**src/rtl/lf_pkg.sv**
```systemverilog
// Shared definitions for the line fetcher.
// Assumes: nothing beyond a single fetch thread.
package lf_pkg;
    // Fetch sequencing state: waiting for a first target, or running.
    typedef enum logic {
        LF_WAIT_PC = 1'b0,
        LF_RUN     = 1'b1
    } lf_state_e;
endpackage

```
**src/rtl/lf_align.sv**
```systemverilog
// Combinational line geometry for the current fetch PC.
// Produces the instruction-aligned address, the offset inside the snap
// granule, the request size up to the line width, and the PC that
// follows the request.
// Assumes: INSN_BYTES and SNAP_BYTES are powers of two,
// SNAP_BYTES >= INSN_BYTES, LINE_BYTES >= SNAP_BYTES, and ADDR_W > SIZE_W.
module lf_align #(
    parameter int ADDR_W     = 32,
    parameter int INSN_BYTES = 4,
    parameter int SNAP_BYTES = 16,
    parameter int LINE_BYTES = 32,
    parameter int OFF_W      = 4,
    parameter int SIZE_W     = 6
) (
    input  logic [ADDR_W-1:0] pc,
    output logic [ADDR_W-1:0] aligned,
    output logic [OFF_W-1:0]  offset,
    output logic [SIZE_W-1:0] size,
    output logic [ADDR_W-1:0] next_pc
);
    localparam logic [ADDR_W-1:0] INSN_MASK = ~ADDR_W'(INSN_BYTES - 1);

    // Derive the aligned start, snap offset, byte count and follow-on PC.
    always_comb begin
        aligned = pc & INSN_MASK;
        offset  = aligned[OFF_W-1:0];
        size    = SIZE_W'(LINE_BYTES) - SIZE_W'(offset);
        next_pc = aligned + ADDR_W'(size);
    end
endmodule

```
**src/rtl/lf_credit.sv**
```systemverilog
// Outstanding-fetch counter.
// Counts issued requests that have not yet completed, and reports
// whether there is room for another one.
// Assumes: completions never outnumber issues. A completion seen at
// zero count is ignored.
module lf_credit #(
    parameter int MAX_INFLIGHT = 2,
    parameter int CNT_W        = 2
) (
    input  logic clk,
    input  logic rst_n,
    input  logic take,
    input  logic give,
    output logic room
);
    logic [CNT_W-1:0] count_q;
    logic             dec;

    // A completion only counts down when something is outstanding.
    always_comb dec = give && (count_q != '0);

    // Track the number of fetches in flight.
    always_ff @(posedge clk) begin
        if (!rst_n) begin
            count_q <= '0;
        end else if (take && !dec) begin
            count_q <= count_q + CNT_W'(1);
        end else if (!take && dec) begin
            count_q <= count_q - CNT_W'(1);
        end
    end

    // Room is available below the configured limit.
    always_comb room = (count_q < CNT_W'(MAX_INFLIGHT));
endmodule

```
**src/rtl/lf_stream_ctl.sv**
```systemverilog
// Stream control for the line fetcher.
// Holds the fetch PC, the stream and prediction tags, the line sequence
// counter, the fault stop and the wait/run state. It arbitrates between
// the execute redirect (highest priority), the decode prediction, and
// the normal advance after an issued request.
// Assumes: `issue` is only asserted when `can_fetch` is high and halt is low.
module lf_stream_ctl
    import lf_pkg::*;
#(
    parameter int ADDR_W = 32,
    parameter int SEQ_W  = 8,
    parameter int LSEQ_W = 8
) (
    input  logic              clk,
    input  logic              rst_n,
    input  logic              halt,
    input  logic              redir_valid,
    input  logic [ADDR_W-1:0] redir_pc,
    input  logic [SEQ_W-1:0]  redir_stream,
    input  logic [SEQ_W-1:0]  redir_pred,
    input  logic              pred_valid,
    input  logic [ADDR_W-1:0] pred_pc,
    input  logic [SEQ_W-1:0]  pred_stream,
    input  logic [SEQ_W-1:0]  pred_pred,
    input  logic              issue,
    input  logic              rsp_valid,
    input  logic              rsp_fault,
    input  logic [ADDR_W-1:0] next_pc,
    output logic [ADDR_W-1:0] pc,
    output logic [SEQ_W-1:0]  stream,
    output logic [SEQ_W-1:0]  pred,
    output logic [LSEQ_W-1:0] lseq,
    output logic              can_fetch
);
    lf_state_e         state_q;
    logic              fault_q;
    logic [ADDR_W-1:0] pc_q;
    logic [SEQ_W-1:0]  stream_q;
    logic [SEQ_W-1:0]  pred_q;
    logic [LSEQ_W-1:0] lseq_q;
    logic              take_redir;
    logic              take_pred;

    // Decide which steering input, if any, is adopted this cycle.
    always_comb begin
        take_redir = redir_valid && !halt;
        take_pred  = pred_valid && !halt && !redir_valid &&
                     (state_q == LF_RUN) && (pred_stream == stream_q);
    end

    // Wait/run state: the first accepted redirect starts fetching.
    always_ff @(posedge clk) begin
        if (!rst_n) begin
            state_q <= LF_WAIT_PC;
        end else if (take_redir) begin
            state_q <= LF_RUN;
        end
    end

    // Fetch PC: redirect, then prediction, then sequential advance.
    always_ff @(posedge clk) begin
        if (!rst_n) begin
            pc_q <= '0;
        end else if (take_redir) begin
            pc_q <= redir_pc;
        end else if (take_pred) begin
            pc_q <= pred_pc;
        end else if (issue) begin
            pc_q <= next_pc;
        end
    end

    // Stream and prediction tags follow the accepted steering input.
    always_ff @(posedge clk) begin
        if (!rst_n) begin
            stream_q <= '0;
            pred_q   <= '0;
        end else if (take_redir) begin
            stream_q <= redir_stream;
            pred_q   <= redir_pred;
        end else if (take_pred) begin
            pred_q   <= pred_pred;
        end
    end

    // Fault stop: set by a faulting completion, cleared by a redirect.
    always_ff @(posedge clk) begin
        if (!rst_n) begin
            fault_q <= 1'b0;
        end else if (take_redir) begin
            fault_q <= 1'b0;
        end else if (rsp_valid && rsp_fault) begin
            fault_q <= 1'b1;
        end
    end

    // Line sequence number advances once per issued request.
    always_ff @(posedge clk) begin
        if (!rst_n) begin
            lseq_q <= '0;
        end else if (issue) begin
            lseq_q <= lseq_q + LSEQ_W'(1);
        end
    end

    // Expose the held state.
    always_comb begin
        pc        = pc_q;
        stream    = stream_q;
        pred      = pred_q;
        lseq      = lseq_q;
        can_fetch = (state_q == LF_RUN) && !fault_q;
    end
endmodule

```
**src/rtl/line_fetcher.sv**
```systemverilog
// Stream-tagged instruction line fetcher, top level.
// Joins the stream controller, the line geometry and the outstanding
// counter, and drives a valid/ready request port.
// Assumes: rsp_valid pulses once per completed request, and the geometry
// parameters satisfy the constraints listed in lf_align.
module line_fetcher #(
    parameter int ADDR_W       = 32,
    parameter int INSN_BYTES   = 4,
    parameter int SNAP_BYTES   = 16,
    parameter int LINE_BYTES   = 32,
    parameter int MAX_INFLIGHT = 2,
    parameter int SEQ_W        = 8,
    parameter int LSEQ_W       = 8,
    localparam int OFF_W       = $clog2(SNAP_BYTES),
    localparam int SIZE_W      = $clog2(LINE_BYTES + 1)
) (
    input  logic              clk,
    input  logic              rst_n,
    input  logic              halt,
    input  logic              redir_valid,
    input  logic [ADDR_W-1:0] redir_pc,
    input  logic [SEQ_W-1:0]  redir_stream,
    input  logic [SEQ_W-1:0]  redir_pred,
    input  logic              pred_valid,
    input  logic [ADDR_W-1:0] pred_pc,
    input  logic [SEQ_W-1:0]  pred_stream,
    input  logic [SEQ_W-1:0]  pred_pred,
    output logic              req_valid,
    input  logic              req_ready,
    output logic [ADDR_W-1:0] req_addr,
    output logic [OFF_W-1:0]  req_offset,
    output logic [SIZE_W-1:0] req_size,
    output logic [SEQ_W-1:0]  req_stream,
    output logic [SEQ_W-1:0]  req_pred,
    output logic [LSEQ_W-1:0] req_lseq,
    input  logic              rsp_valid,
    input  logic              rsp_fault
);
    localparam int CNT_W = $clog2(MAX_INFLIGHT + 1);

    logic [ADDR_W-1:0] pc;
    logic [ADDR_W-1:0] next_pc;
    logic              can_fetch;
    logic              room;
    logic              issue;

    // Request handshake: offered when running, fault-free, unhalted, with room.
    always_comb begin
        req_valid = can_fetch && !halt && room;
        issue     = req_valid && req_ready;
    end

    lf_stream_ctl #(
        .ADDR_W (ADDR_W),
        .SEQ_W  (SEQ_W),
        .LSEQ_W (LSEQ_W)
    ) u_ctl (
        .clk          (clk),
        .rst_n        (rst_n),
        .halt         (halt),
        .redir_valid  (redir_valid),
        .redir_pc     (redir_pc),
        .redir_stream (redir_stream),
        .redir_pred   (redir_pred),
        .pred_valid   (pred_valid),
        .pred_pc      (pred_pc),
        .pred_stream  (pred_stream),
        .pred_pred    (pred_pred),
        .issue        (issue),
        .rsp_valid    (rsp_valid),
        .rsp_fault    (rsp_fault),
        .next_pc      (next_pc),
        .pc           (pc),
        .stream       (req_stream),
        .pred         (req_pred),
        .lseq         (req_lseq),
        .can_fetch    (can_fetch)
    );

    lf_align #(
        .ADDR_W     (ADDR_W),
        .INSN_BYTES (INSN_BYTES),
        .SNAP_BYTES (SNAP_BYTES),
        .LINE_BYTES (LINE_BYTES),
        .OFF_W      (OFF_W),
        .SIZE_W     (SIZE_W)
    ) u_align (
        .pc      (pc),
        .aligned (req_addr),
        .offset  (req_offset),
        .size    (req_size),
        .next_pc (next_pc)
    );

    lf_credit #(
        .MAX_INFLIGHT (MAX_INFLIGHT),
        .CNT_W        (CNT_W)
    ) u_credit (
        .clk   (clk),
        .rst_n (rst_n),
        .take  (issue),
        .give  (rsp_valid),
        .room  (room)
    );
endmodule

```
**config.mk**
```make
export PLATFORM = sky130hd
export DESIGN_NAME = line_fetcher
export DESIGN_NICKNAME = d
export VERILOG_FILES = /design/src/rtl/lf_pkg.sv /design/src/rtl/lf_align.sv /design/src/rtl/lf_credit.sv /design/src/rtl/lf_stream_ctl.sv /design/src/rtl/line_fetcher.sv
export SDC_FILE = /design/constraint.sdc
export NUM_CORES = 1
export LEC_CHECK = 0
export ABC_CLOCK_PERIOD_IN_PS = 3500
export BUFFER_PORTS_ARGS = -buffer_cell sky130_fd_sc_hd__buf_2
export CORE_MARGIN = 5
export CORE_UTILIZATION = 51
export CTS_CLUSTER_SIZE = 10
export DETAILED_ROUTE_END_ITERATION = 12
export PLACE_DENSITY = 0.87
export SYNTH_ARGS = -nofsm -noshare
export SYNTH_HDL_FRONTEND = slang
export SYNTH_SLANG_ARGS = --single-unit
```
**constraint.sdc**
```tcl
create_clock -name clk -period 3.5 [get_ports clk]
set_clock_uncertainty 0.05 [all_clocks]
set_input_delay 0.35 -clock clk [delete_from_list [all_inputs] [get_ports clk]]
set_output_delay 0.35 -clock clk [all_outputs]
set_load 0.005 [all_outputs]
```
==> results_dict.tcl, run 1 <==
set metrics [dict create \
    status "finished clean" \
    io_buffers 160 \
    vias 3960 \
    clkTransAtPathRegs_ns 0.07 \
    met1_length_um 4456 \
    clk_latency_ns 0.34 \
    critical_path_required_ns 3.70 \
    cap_violations 0 \
    met3WireLength_um 1110 \
    worst_pin_slew_ns 0.8077 \
    synth.avg_cell_area_um2 7.848 \
    dieArea_mm2 0.008775 \
    top_layer "met5" \
    synth-seq-cells 58 \
    timing.fmax_mhz 363.4 \
    drt_iter0_drc 222 \
    async_flop_share 0 \
    post-route-period-util 0.7862 \
    synthCells 455 \
    p_per_area_mw_per_mm2 384.8 \
    cts_tree "built" \
    die_x_um 93.68 \
    num-nets-final 707 \
    drt-total-wl_um 11320 \
    cts_made_buffers 9 \
    final_cell_count_no_fill 698 \
    min_path_type "in -> reg" \
    htree_levels 3 \
    overflow 0 \
    die_h_um 93.68 \
    final-setup-viol-count 0 \
    first_global_vias 3834 \
    cp_max_fo 9 \
    rsz0062_at_grt "false" \
    cts_sinks 58 \
    final-hold-violation-count 0 \
    vias_per_cell 5.673 \
    ys.flop_type "dfxtp_1" \
    syn_to_final_growth_pct 27.86 \
    diodes 0 \
    synth_enable_flop_cells 0 \
    finalInstanceArea_mm2 0.004566 \
    ys_seq_area_frac 0.3252 \
    yosys_warnings 0 \
    first_pass_iters 5 \
    syn_area_mm2 0.003571 \
    fp.coreArea_mm2 0.006794 \
    num_rows 30 \
    cts_setup_buffers 0 \
    drive_above_1_share 0.3289 \
    routabilityCongestion 0.8931 \
    wire_per_inst_um 16.21 \
    drv_slew 0 \
    grt_max_degree 35 \
    clk_path_buf_depth 2 \
    maxSlewHeadroom 0.4600 \
    cts_root_buffer "clkbuf_8" \
    post-route-drc-count 0 \
    dp.cells 683 \
    setup_slack_ns 0.7481 \
    power.leakage_nw 2.114 \
    floorplan.initialDensity 0.5256 \
    grt_use_total 0.2547 \
    worstSetupEndpointType "register" \
    startpoint_type "register" \
    ctsResizeCount 0 \
    path_class "reg -> reg" \
    grt_pass1_wl_um 17910 \
    dp_hpwl_um 8238 \
    utilization 0.6720 \
    crit_arrival_ns 2.95 \
    fin_crit_ns 2.752 \
    dpl_worst_slack_ns 0.8011 \
    route.met2.wl_um 5433 \
    postRouteAntennaNets 0 \
    antenna_found_initial 1 \
    peakVddDrop_mv 0.2573 \
    cts_hold_buf 0 \
    synth_cell_types 61 \
    ioPinCount 171 \
    finalSetupTns_ns 0 \
    postPlaceCellArea_mm2 0.004362 \
]
synth_stat cells, types with 2 or more instances:
master / count / share of area
ha_1: 5 / 0.018
o2111ai_1: 4 / 0.0098
buf_2: 7 / 0.0098
nand4_1: 7 / 0.012
nand3_1: 18 / 0.025
nor2b_1: 3 / 0.0053
a31oi_1: 10 / 0.018
and4_1: 4 / 0.0098
nor4b_4: 2 / 0.013
and2_1: 2 / 0.0035
o311a_1: 2 / 0.0056
buf_4: 13 / 0.027
nand2_1: 61 / 0.064
o22ai_1: 2 / 0.0035
nor2_1: 43 / 0.045
inv_1: 9 / 0.0095
a21oi_1: 17 / 0.024
nand2b_1: 3 / 0.0053
dfxtp_1: 58 / 0.33
mux2i_1: 3 / 0.0084
a211oi_1: 3 / 0.0063
clkbuf_1: 18 / 0.019
o211ai_1: 5 / 0.011
o21ai_0: 36 / 0.050
a311oi_1: 9 / 0.022
nor4_2: 2 / 0.0070
nand4_2: 2 / 0.0070
and3_1: 5 / 0.0088
o221ai_1: 4 / 0.0098
a21o_1: 2 / 0.0042
nor3_1: 18 / 0.025
nor4_1: 3 / 0.0053
xnor2_1: 12 / 0.029
xor2_1: 30 / 0.074
o21a_1: 7 / 0.015
per-layer routing:
layer,GRT usage,up-vias
li1,-,1895
met5,0,-
met4,0.1167,2
met1,0.3095,1838
met2,0.4258,199
met3,0.05929,26
placed cells by master (no fill, tap or decap), drive strengths merged, types with 4 or more instances in the layout:
master and count:
buf 166, nand2 62, dfxtp 58, nor2 44, o21ai 37, xor2 30
nand3 19, nor3 19, a21oi 17, clkbuf 13, xnor2 12, a31oi 10
inv 9, a311oi 9, nand4 9, o21a 7, conb 6, o211ai 6
and3 5, ha 5, nor4 5, and4 4, o221ai 4, o2111ai 4
a211oi 4
worst paths after layout:
check / start / end / slack [ns] / cells after the start
setup / recovery: u_ctl.pc[2] / u_ctl.pc[30] / 0.75 / 10
hold / removal: redir_pc[16] / u_ctl.pc[16] / 0.18 / 3
setup reg to reg: u_ctl.pc[2] / u_ctl.pc[30] / 0.75 / 10
hold reg to reg: u_ctl.pred[5] / u_ctl.pred[5] / 0.43 / 2
sequential cells by signal, indices dropped and copies added (netlist names):
name / flops
u_ctl.fault_q: 1
u_ctl.stream: 8
u_credit.count_q: 2
u_ctl.pc: 30
u_ctl.state_q: 1
u_ctl.pred: 8
u_ctl.lseq: 8
critical path, cell delays in order, from the launching register on:
cell       delay (ns)
dfxtp_1          0.34
inv_1            0.15
ha_1             0.32
inv_1            0.09
ha_1             0.37
a2bb2oi_2        0.24
o211ai_4         0.19
nor4b_4          0.39
nand3_1          0.14
xor2_1           0.17
a211oi_1         0.20
final cells by class:
class	instances	area, µm²
sequential	58	1161
clock buffer	13	168.9
inverter	10	37.54
timing repair buffer	166	845.8
multi-input combinational	353	2197
tap	96	120.1
clock inverter	2	35.03
fill	583	2228
report_power, final:
group | switching, mW | leakage [nW] | internal, mW
combinational | 0.180 | 1.53 | 0.167
sequential | 0.0548 | 0.476 | 0.705
clock | 0.268 | 0.106 | 0.382
through the flow:
step,hold slack [ns],total power [mW]
floorplan,0.4145,0.9770
global placement,0.4108,1.101
detailed placement,0.4232,1.116
CTS,0.1746,1.760
global route,0.1842,1.837
finish,0.1769,1.757
logic make-up (layout without fill, tap and decap cells):
group / Yosys count / count (layout) / synth area share
DFF: 58 / 58 / 0.3252
adders and majority gates: 5 / 5 / 0.01752
xor gates and xnor gates: 42 / 42 / 0.1030
buffers and inverters: 49 / 191 / 0.06762
and+or+nand+nor: 184 / 184 / 0.2624
AOI/OAI and AO/OA: 113 / 113 / 0.2148
other: 1 / 6 / 0.001050
muxes: 3 / 3 / 0.008410
Power figures use the tool's default switching activity.
==> inputs of run 2 (changes only) <==
--- a/config.mk
+++ b/config.mk
@@ -5,13 +5,13 @@
 export SDC_FILE = /design/constraint.sdc
 export NUM_CORES = 1
 export LEC_CHECK = 0
-export ABC_CLOCK_PERIOD_IN_PS = 3500
+export ABC_CLOCK_PERIOD_IN_PS = 2300
 export BUFFER_PORTS_ARGS = -buffer_cell sky130_fd_sc_hd__buf_2
 export CORE_MARGIN = 5
-export CORE_UTILIZATION = 51
+export CORE_UTILIZATION = 42
 export CTS_CLUSTER_SIZE = 10
 export DETAILED_ROUTE_END_ITERATION = 12
-export PLACE_DENSITY = 0.87
+export PLACE_DENSITY = 0.77
 export SYNTH_ARGS = -nofsm -noshare
 export SYNTH_HDL_FRONTEND = slang
 export SYNTH_SLANG_ARGS = --single-unit
==> constraint.sdc (replaced) <==
create_clock -name clk -period 2.3 [get_ports clk]
set_clock_uncertainty 0.05 [all_clocks]
set_input_delay 0.23 -clock clk [delete_from_list [all_inputs] [get_ports clk]]
set_output_delay 0.23 -clock clk [all_outputs]
set_load 0.005 [all_outputs]
==> run 2 against run 1 <==
Compared with the run above:
- first-iteration DRC count decreased by 1.8%
- global-route usage decreased by 2.7 points
- sequential share of layout area decreased by 1.5 points
- critical path depth unchanged
- die area increased by 19%
- flip-flop and latch count unchanged
- sequential power increased by 51%
- critical path type unchanged
- highest routed layer is now met4
==> results_dict.tcl, run 2 (synthesized netlist as in run 1, its figures left out) <==
set metrics [dict create \
    min_path_type "in -> reg" \
    post-route-period-util 0.9582 \
    final-hold-violation-count 0 \
    largest_reg_flops 30 \
    post-route-drc-count 0 \
    crit_arrival_ns 2.43 \
    maxSlewHeadroom 0.6293 \
    overflow 0 \
    ioPinCount 171 \
    mostFrequentLayoutCells "buf_2 (160), nand2_1 (61), dfxtp_1 (57)" \
    peakVddDrop_mv 0.3329 \
    drt_iter0_drc 218 \
    cts_tree "built" \
    routabilityCongestion 0.8764 \
    dieArea_mm2 0.01045 \
    first_global_vias 3887 \
    fin_crit_ns 2.204 \
    antenna_found_initial 1 \
    holdWs_ns 0.05655 \
    grt_pass1_wl_um 18770 \
    startpoint_type "register" \
    final-setup-viol-count 0 \
    die_x_um 102.2 \
    critical_path_required_ns 2.52 \
    grt_use_total 0.2278 \
    power.leakage_nw 2.260 \
    status "finished clean" \
    cts_root_buffer "clkbuf_8" \
    clkTransAtPathRegs_ns 0.08 \
    clk_latency_ns 0.35 \
    cts_hold_buf 0 \
    fp.coreArea_mm2 0.008258 \
    first_pass_iters 4 \
    worstSetupEndpointType "register" \
    die_h_um 102.2 \
    p_per_area_mw_per_mm2 569.7 \
    drv_slew 0 \
    clk_path_buf_depth 2 \
    utilization 0.5873 \
    drt-total-wl_um 12060 \
    drive_above_1_share 0.3684 \
    timing.fmax_mhz 453.8 \
    finalPower_mw 2.763 \
    r2r_slack_ns 0.1 \
    syn_to_final_growth_pct 35.81 \
    cts_sinks 58 \
    wire_per_inst_um 16.45 \
    finalSetupTns_ns 0 \
    num-nets-final 732 \
    postRouteAntennaNets 0 \
    vias 3929 \
    cts_made_buffers 9 \
    path_class "reg -> reg" \
    cp_max_fo 7 \
    io_buffers 160 \
    grt_max_degree 30 \
    cap_violations 0 \
    vias_per_cell 5.360 \
    final_common_cell "buf_2" \
    num_rows 33 \
    worst_pin_slew_ns 0.5548 \
    dp_hpwl_um 9292 \
    floorplan.initialDensity 0.4324 \
    htree_levels 3 \
]
run 2: worst paths after layout:
check,from,endpoint,cells after the start
worst max-delay path,u_ctl.pc[2],u_ctl.pc[26],10
worst min-delay path,redir_pc[29],u_ctl.pc[29],3
worst max register to register,u_ctl.pc[2],u_ctl.pc[26],10
worst min register to register,u_ctl.pred[7],u_ctl.pred[7],2
run 2: cell type report:
class | instances | area [µm²]
tap | 105 | 131.4
inverter | 10 | 37.54
fill | 761 | 3408
sequential | 58 | 1162
clock buffer | 13 | 168.9
antenna | 1 | 2.502
clock inverter | 2 | 35.03
timing repair buffer | 191 | 1046
multi-input combinational | 353 | 2266
run 2: worst max-delay path, cell delays in order (launching register included):
cell       delay, ns
dfxtp_2         0.33
inv_2           0.08
ha_4            0.13
inv_1           0.07
ha_4            0.30
a2bb2oi_4       0.17
o211ai_4        0.15
nor4b_4         0.31
nand4_1         0.16
xor2_1          0.18
a211oi_2        0.20
run 2: repair_timing:
item | 4_1_cts | 5_1_grt
setup endpoints to repair | 8 | 11
buffers inserted | 2 | 0
gates resized for setup | 3 | 8
pin swaps | 4 | 8
run 2: routing by layer:
layer | GRT usage | up-vias | share of wire
li1 | - | 1946 | -
met1 | 0.2719 | 1831 | 0.42
met2 | 0.3928 | 139 | 0.49
met3 | 0.07782 | 13 | 0.073
met4 | 0.05752 | 0 | 0.016
met5 | 0 | - | 0
run 2: per-stage QoR:
step	area [µm²]	setup WS, ns	instances
3_5_place_dp	4571	-0.1125	715
4_1_cts	4818	0.01328	732
5_1_grt	4850	-0.001118	733
2_1_floorplan	3602	0.03727	460
3_3_place_gp	4571	-0.02171	715
6_report	4850	0.09617	733
run 2: report_power, final:
part           internal, mW  switching (mW)
clock network         0.582           0.427
registers              1.07          0.0734
logic                 0.303           0.305
total                  1.96           0.805
==> inputs of run 3 (changes only) <==
--- a/config.mk
+++ b/config.mk
@@ -8,10 +8,11 @@
 export ABC_CLOCK_PERIOD_IN_PS = 2300
 export BUFFER_PORTS_ARGS = -buffer_cell sky130_fd_sc_hd__buf_2
 export CORE_MARGIN = 5
-export CORE_UTILIZATION = 42
+export CORE_UTILIZATION = 44
 export CTS_CLUSTER_SIZE = 10
 export DETAILED_ROUTE_END_ITERATION = 12
-export PLACE_DENSITY = 0.77
+export PLACE_DENSITY = 0.78
 export SYNTH_ARGS = -nofsm -noshare
 export SYNTH_HDL_FRONTEND = slang
+export SYNTH_HIERARCHICAL = 1
 export SYNTH_SLANG_ARGS = --single-unit
==> run 3 against run 2 <==
Compared with the run above:
- flip-flop and latch count unchanged
- register-to-register slack about the same
- fmax up 0.33%
- via count down 11%
- total power down 2.3%
- critical path depth down 4
- sequential power about the same
- first-iteration DRC count down 21%
- area after synthesis up 5.9%
- synthesized cell count down 8.6%
- critical endpoint is now u_ctl/pc[11]
- highest routed layer unchanged
==> results_dict.tcl, run 3 <==
set metrics [dict create \
    io_buffers 160 \
    dp_hpwl_um 7754 \
    postPlaceCellArea_mm2 0.004451 \
    peakVddDrop_mv 0.4220 \
    timing.fmax_mhz 455.2 \
    grt_use_total 0.2004 \
    die_x_um 102.7 \
    fp.coreArea_mm2 0.008299 \
    dpl_worst_slack_ns -0.1801 \
    path_class "reg -> reg" \
    antenna_found_initial 0 \
    syn_to_final_growth_pct 25.07 \
    first_global_vias 3376 \
    synth.avg_cell_area_um2 9.092 \
    rr_worst_depth 6 \
    power_frac_clock 0.352 \
    crit_arrival_ns 2.36 \
    post-route-period-util 0.9551 \
    worst_pin_slew_ns 0.8873 \
    wire_per_inst_um 16.60 \
    num_rows 33 \
    startpoint_type "register" \
    min_path_cells 3 \
    first_pass_iters 4 \
    floorplan.initialDensity 0.4558 \
    pwr-share-seq 0.427 \
    diodes 0 \
    finalInstanceArea_mm2 0.004731 \
    cts_tree "built" \
    internal_power_mw 1.923 \
    p_switching_uw 776.2 \
    comb_power_share 0.220 \
    worstSetupEndpointType "register" \
    mostFrequentLayoutCells "buf_2 (160), dfxtp_1 (57), xnor2_1 (41)" \
    clk_latency_ns 0.34 \
    power.leakage_nw 2.079 \
    cp_max_fo 28 \
    post-route-drc-count 0 \
    dieArea_mm2 0.01055 \
    yosys_warnings 6 \
    setup_slack_ns 0.1033 \
    overflow 0 \
    cap_violations 0 \
    vias_per_cell 5.393 \
    status "finished clean" \
    die_h_um 102.7 \
    cts_made_buffers 9 \
    syn_area_mm2 0.003782 \
    swShare 0.2876 \
    fin_crit_ns 2.197 \
    final-setup-viol-count 0 \
    largest_reg_flops 30 \
    critical_path_required_ns 2.47 \
    min_path_type "in -> reg" \
    htree_levels 3 \
    postRouteAntennaNets 0 \
    ioPinCount 171 \
    final_common_cell "buf_2" \
    cts_sinks 58 \
    synthCells 416 \
    drv_slew 0 \
    grt_max_degree 59 \
    grt_pass1_wl_um 16770 \
    clk_path_buf_depth 2 \
    drt-total-wl_um 10820 \
    clkTransAtPathRegs_ns 0.06 \
    maxSlewHeadroom 0.4078 \
    final-hold-violation-count 0 \
    drt_iter0_drc 172 \
    finalPower_mw 2.699 \
    num-nets-final 653 \
    routabilityCongestion 0.7739 \
    p_per_area_mw_per_mm2 570.5 \
    vias 3516 \
    drive_above_1_share 0.4241 \
    cts_root_buffer "clkbuf_8" \
    rsz0062_at_grt "true" \
]
==> run 3: final timing paths <==
path                                      start         endpoint  slack (ns)
worst max register to register  u_ctl/stream[5]     u_ctl/pc[11]        0.10
worst min register to register  u_ctl/stream[6]  u_ctl/stream[6]        0.44
worst max-delay path            u_ctl/stream[5]     u_ctl/pc[11]        0.10
worst min-delay path            redir_stream[5]  u_ctl/stream[5]        0.09
==> run 3: layout make-up <==
| type | instances | area (µm²) |
|---|---|---|
| clock buffers | 11 | 151.4 |
| clock inverters | 3 | 40.04 |
| fillers | 736 | 3568 |
| inverters | 6 | 25.02 |
| multi-input cells | 287 | 2212 |
| flip-flops and latches | 58 | 1162 |
| well taps | 105 | 131.4 |
| repair buffers | 182 | 1008 |
==> run 3: routing by layer <==
metal,GRT usage,part of all wire
met1,0.2597,0.42
met2,0.3347,0.49
met3,0.03789,0.069
met4,0.06660,0.016
met5,0,0
==> run 3: critical path, cell delays in order, from the launching register on <==
cell and delay (ns):
dfxtp_1 0.39, xnor2_1 0.14, nand3_1 0.17, or4_2 0.73, buf_12 0.21, o221ai_1 0.25, o2bb2ai_1 0.12
==> run 3: metrics by stage <==
stage	cells	utilization	setup TNS, ns	hold WS, ns
detailed placement	634	0.5363	-1.087	0.4324
floorplan	422	-	0	0.3017
global route	652	0.5700	-0.03377	0.1017
finish	652	0.5700	0	0.09378
CTS	649	0.5607	0	0.08241
global placement	634	0.5363	-0.1101	0.4171
==> run 3: repair_timing <==
item	4_1_cts	5_1_grt
hold buffers	0	0
pin swaps	1	8
gates resized for setup	2	13
buffers inserted	1	2
cloned	0	1
setup endpoints to repair	7	18
==> run 3: power groups by stage <==
stage / registers [mW] / logic, mW / clock network [mW]
after global routing: 1.17 / 0.655 / 1.02
after global placement: 1.17 / 0.542 / 0
final: 1.15 / 0.595 / 0.951
after detailed placement: 1.17 / 0.563 / 0
after CTS: 1.15 / 0.571 / 0.961
after floorplan: 1.16 / 0.377 / 0
